===== src/rtl/wsg_pkg.sv =====
package wsg_pkg;

    typedef struct packed {
        logic armed_out;
    } arm_state_t;

    function automatic int unsigned len_width(input int unsigned max_wait);
        return (max_wait < 2) ? 1 : $clog2(max_wait + 1);
    endfunction

endpackage


===== src/rtl/wsg_arm.sv =====
module wsg_arm (
    input  logic clk,
    input  logic rst,
    input  logic sel,
    input  logic new_cycle,
    input  logic busy,
    output logic fire
);
    import wsg_pkg::*;

    arm_state_t st_d, st_q;

    always_comb begin
        fire = sel && !busy && (!st_q.armed_out || new_cycle);
        st_d = st_q;
        if (rst) begin
            st_d.armed_out = 1'b0;
            fire           = 1'b0;
        end else if (fire) begin
            st_d.armed_out = 1'b1;
        end else if (!sel) begin
            st_d.armed_out = 1'b0;
        end
    end

    always_ff @(posedge clk) begin
        st_q <= st_d;
    end

endmodule


===== src/rtl/wsg_chain.sv =====
module wsg_chain #(
    parameter int unsigned MAX_WAIT = 3,
    parameter int unsigned LEN_W    = 2
) (
    input  logic             clk,
    input  logic             rst,
    input  logic             load,
    input  logic [LEN_W-1:0] len,
    output logic             busy,
    output logic             rdy
);
    typedef struct packed {
        logic [MAX_WAIT-1:0] taps;
        logic                rdy;
    } chain_t;

    chain_t st_d, st_q;
    logic [MAX_WAIT-1:0] shift_nxt;

    genvar gi;
    generate
        for (gi = 0; gi < MAX_WAIT; gi++) begin : g_stage
            if (gi == MAX_WAIT - 1) begin : g_top
                assign shift_nxt[gi] = load ? (32'(len) > gi) : 1'b0;
            end else begin : g_mid
                assign shift_nxt[gi] = load ? (32'(len) > gi) : st_q.taps[gi+1];
            end
        end
    endgenerate

    always_comb begin
        st_d.taps = shift_nxt;
        st_d.rdy  = ~|shift_nxt;
        if (rst) begin
            st_d.taps = '0;
            st_d.rdy  = 1'b1;
        end
    end

    always_ff @(posedge clk) begin
        st_q <= st_d;
    end

    assign busy = |st_q.taps;
    assign rdy  = st_q.rdy;

endmodule


===== src/rtl/slowbus_stall_gen.sv =====
module slowbus_stall_gen #(
    parameter int unsigned MAX_WAIT = 3,
    parameter int unsigned LEN_W    = wsg_pkg::len_width(MAX_WAIT)
) (
    input  logic             clk,
    input  logic             rst,
    input  logic             sel_slow,
    input  logic [LEN_W-1:0] wait_len,
    input  logic             cyc_start,
    output logic             rdy_o
);
    logic chain_busy;
    logic stall_fire;

    wsg_arm arm_i (
        .clk       (clk),
        .rst       (rst),
        .sel       (sel_slow),
        .new_cycle (cyc_start),
        .busy      (chain_busy),
        .fire      (stall_fire)
    );

    wsg_chain #(
        .MAX_WAIT (MAX_WAIT),
        .LEN_W    (LEN_W)
    ) chain_i (
        .clk  (clk),
        .rst  (rst),
        .load (stall_fire),
        .len  (wait_len),
        .busy (chain_busy),
        .rdy  (rdy_o)
    );

endmodule


===== config.mk =====
export PLATFORM = sky130hd
export DESIGN_NAME = slowbus_stall_gen
export DESIGN_NICKNAME = d
export VERILOG_FILES = /design/src/rtl/wsg_pkg.sv /design/src/rtl/wsg_arm.sv /design/src/rtl/wsg_chain.sv /design/src/rtl/slowbus_stall_gen.sv
export SDC_FILE = /design/constraint.sdc
export NUM_CORES = 1
export LEC_CHECK = 0
export ABC_AREA = 1
export BUFFER_PORTS_ARGS = -buffer_cell sky130_fd_sc_hd__buf_2
export CAP_MARGIN = 20
export CORE_AREA = 2 2 39 41
export DETAILED_ROUTE_END_ITERATION = 16
export DIE_AREA = 0 0 41 43
export HOLD_SLACK_MARGIN = 0.15
export RECOVER_POWER = 100
export SETUP_SLACK_MARGIN = 0.3
export SYNTH_ARGS = -nofsm -noshare
export SYNTH_HDL_FRONTEND = slang
export SYNTH_HIERARCHICAL = 1
export SYNTH_SLANG_ARGS = --single-unit

===== constraint.sdc =====
create_clock -name clk -period 1.92 [get_ports clk]
set_clock_uncertainty 0.05 [all_clocks]
set_input_delay 0.288 -clock clk [delete_from_list [all_inputs] [get_ports clk]]
set_output_delay 0.288 -clock clk [all_outputs]
set_load 0.005 [all_outputs]

==> flow_summary_export.csv <==
group,metric,value,unit
status,outcome,"completed",
synth,netlist_area,214.0,sq um
synth,syn_nets,37,
clocking,clock_path_buffers,2,
detailed_routing,vias_per_cell,3.386,
setup_path,cp-end-kind,"register",
setup_path,cp-endpoint,"chain_i/rdy",
synth,yosysTopAreaCell,"dfxtp_1",
floorplan,num_io_pins,7,
clocking,clk_latency,0.24,ns
setup_path,worstSetupStartpointType,"register",
setup_path,crit_chain,"nor2_1 -> nand2_1 -> inv_1 -> nand3_1 -> nor2_1 -> nand2_1 -> nand2_1 -> nand2_1 -> nand2_1 -> inv_1",
detailed_routing,ant_nets,0,
synth,yosysSeqAreaShare,46.78,%
global_route,grt_pass1_vias,170,
global_route,grt_overflow,0,
setup_path,worstSetupPathDepth,10,
setup_path,r2r_start,"chain_i/st_q[3]",
detailed_routing,routed_wl,365,microns
clocking,cts_setup_buffers,0,
place,hpwl,300.4,microns
floorplan,die_x,41,microns
setup_path,crit_path_max_fanout,3,
sta,hold_viol,0,
detailed_routing,drc,0,
global_route,antenna_found_initial,0,
sta,max_freq,0.7916,GHz
final_layout,drive_gt1_share,26.83,%
setup_path,critPathMaxStageDelay,0.30,ns
clocking,postCtsHoldBufs,0,
setup_path,crit_start,"chain_i/st_q[3]",
worst_hold_path,hold_class,"input pin to register",
sta,setup-tns-final,0,ns
detailed_routing,vias,193,
sta,rsz0062_at_grt,"false",
clocking,clkTransAtPathRegs,0.05,ns
floorplan,core,1384,sq um
detailed_routing,wire_per_inst,6.404,microns
global_route,grt_start_max_net_pins,5,
setup_path,worstPathRequired,2.02,ns
setup_path,worst_path_max_delay_cell,"dfxtp_1",
final_layout,num_antenna_cells,0,
synth,synth_area_per_cell,6.902,sq um
pwr,power.total,0.0002615,W
final_layout,nets,48,
synth,synth_cells,31,
clocking,cts.sinks,5,
clocking,cts_tree,"built",
setup_path,path_buf_inv,2,
pwr,max-vdd-ir-drop,0.3618,mV
clocking,cts_resized,0,
pwr,p_leak,0.1609,nW
synth,netlist_top_cells_area,"dfxtp_1 (47%), nand2_1 (16%), inv_1 (14%), nor2_2 (5.8%), nand3_1 (4.7%)",
setup_path,ff2ff_setup_slack,0.66,ns
sta,setup_viol,0,
floorplan,initial_core_util,15.46,%
sta,relSlewSlack,84.80,%
global_route,grt_pass1_wl,586,microns
final_layout,final.fill_count,154,
clocking,h-tree-depth,1,
worst_hold_path,holdPathStages,2,
place,dp_cells,53,
sta,period_share,65.80,%
sta,worst_pin_slew,0.2272,ns
place,place.gp.congestion,0.7006,
setup_path,path_class,"register to register",
detailed_routing,drt_pass1_iterations,2,
setup_path,r2r-end,"chain_i/rdy",
final_layout,area_growth,32.16,%
floorplan,die-height,43,microns
setup_path,worst_ep_arrival_time,1.36,ns
synth,yosysTopAreaCellShare,46.78,%
sta,fin_crit,1.263,ns
sta,slew_violations,0,
floorplan,fp-row-count,14,
place,port_buffers,6,
synth,synth-warning-count,6,
setup_path,ff2ff_path_depth,10,
clocking,cts_made_buffers,3,
flow_run,cap_violations,0,
setup_path,cp_top_family,"simple AND/OR/NAND/NOR gates",
pwr,p_per_area,924.8,nW/um^2
synth,ys_ff_latch,5,
final_layout,fin_cells,57,
clocking,root_buffer,"clkbuf_4",
synth,ys_types,10,
global_route,grtUsageTotal,5.533,%
floorplan,fp.dieArea,1763,sq um
setup_path,cp_common_cell,"nand2_1",
detailed_routing,drt_iter0_markers,2,
how the worst min path moves through the flow:
stage / startpoint / slack, ns / end
4_1_cts: rst / 0.20 / chain_i/st_q[3]
6_report: rst / 0.20 / chain_i/st_q[3]
3_5_place_dp: arm_i/st_q / 0.42 / arm_i/st_q
3_3_place_gp: arm_i/st_q / 0.41 / arm_i/st_q
5_1_grt: rst / 0.21 / chain_i/st_q[3]
2_1_floorplan: rst / 0.32 / chain_i/st_q[3]
layer usage:
layer	up-vias	share of wire [%]	wire length (microns)	GRT usage [%]
li1	110	-	-	-
met1	75	48	176	6.149
met2	8	39	144	6.563
met3	0	12	44	6.283
met4	0	0	0	2.000
met5	-	0	0	0
cells in the final DEF (no fill, tap or decap), drive strengths merged:
| cell type | netlist | final |
|---|---|---|
| buf | 0 | 5 |
| nor3 | 1 | 1 |
| inv | 9 | 9 |
| clkbuf | 0 | 4 |
| o21ai | 1 | 1 |
| nand2 | 9 | 9 |
| nor2 | 3 | 3 |
| nand3 | 3 | 3 |
| dfxtp | 5 | 5 |
| clkinv | 0 | 1 |
synthesized netlist by cell type (all sizes together):
master  number
inv          9
nand2        9
dfxtp        5
nand3        3
nor2         3
nor3         1
o21ai        1
report_power, final:
group | switching (W) | internal, W
registers | 0.00000199 | 0.000111
clock network | 0.0000466 | 0.0000755
logic | 0.0000154 | 0.0000111
total | 0.0000640 | 0.000197
flip-flops by register name, indices dropped and copies added, names as in the netlist:
signal        count
chain_i/st_q      3
arm_i/st_q        1
chain_i/rdy       1
logic make-up after synthesis:
family	Yosys count	share of synthesized area, %
and+or+nand+nor	16	35.08
buffers and inverters	9	15.79
DFF	5	46.79
AOI/OAI and AO/OA	1	2.337
per-stage QoR:
stage               area [sq um]  hold WS [ns]  utilization [%]  setup WS (ns)
CTS                        291.5        0.1967            21.07         0.7339
detailed placement         264.0        0.4153            19.08         0.7446
floorplan                  214.0        0.3165                -         0.8434
global placement           264.0        0.4094            19.08         0.7559
finish                     282.8        0.2049            20.43         0.6567
global route               282.8        0.2124            20.43         0.4855
area by class of cell:
class	count	area (sq um)	share of cell area, %
flip-flops and latches	5	100.1	35.40
well taps	16	20.02	7.080
multi-input cells	17	72.57	25.66
repair buffers	6	28.78	10.18
clock buffers	3	22.52	7.965
clock inverters	1	5.005	1.770
inverters	9	33.78	11.95
Note: power is estimated with default switching activity, not from simulation.
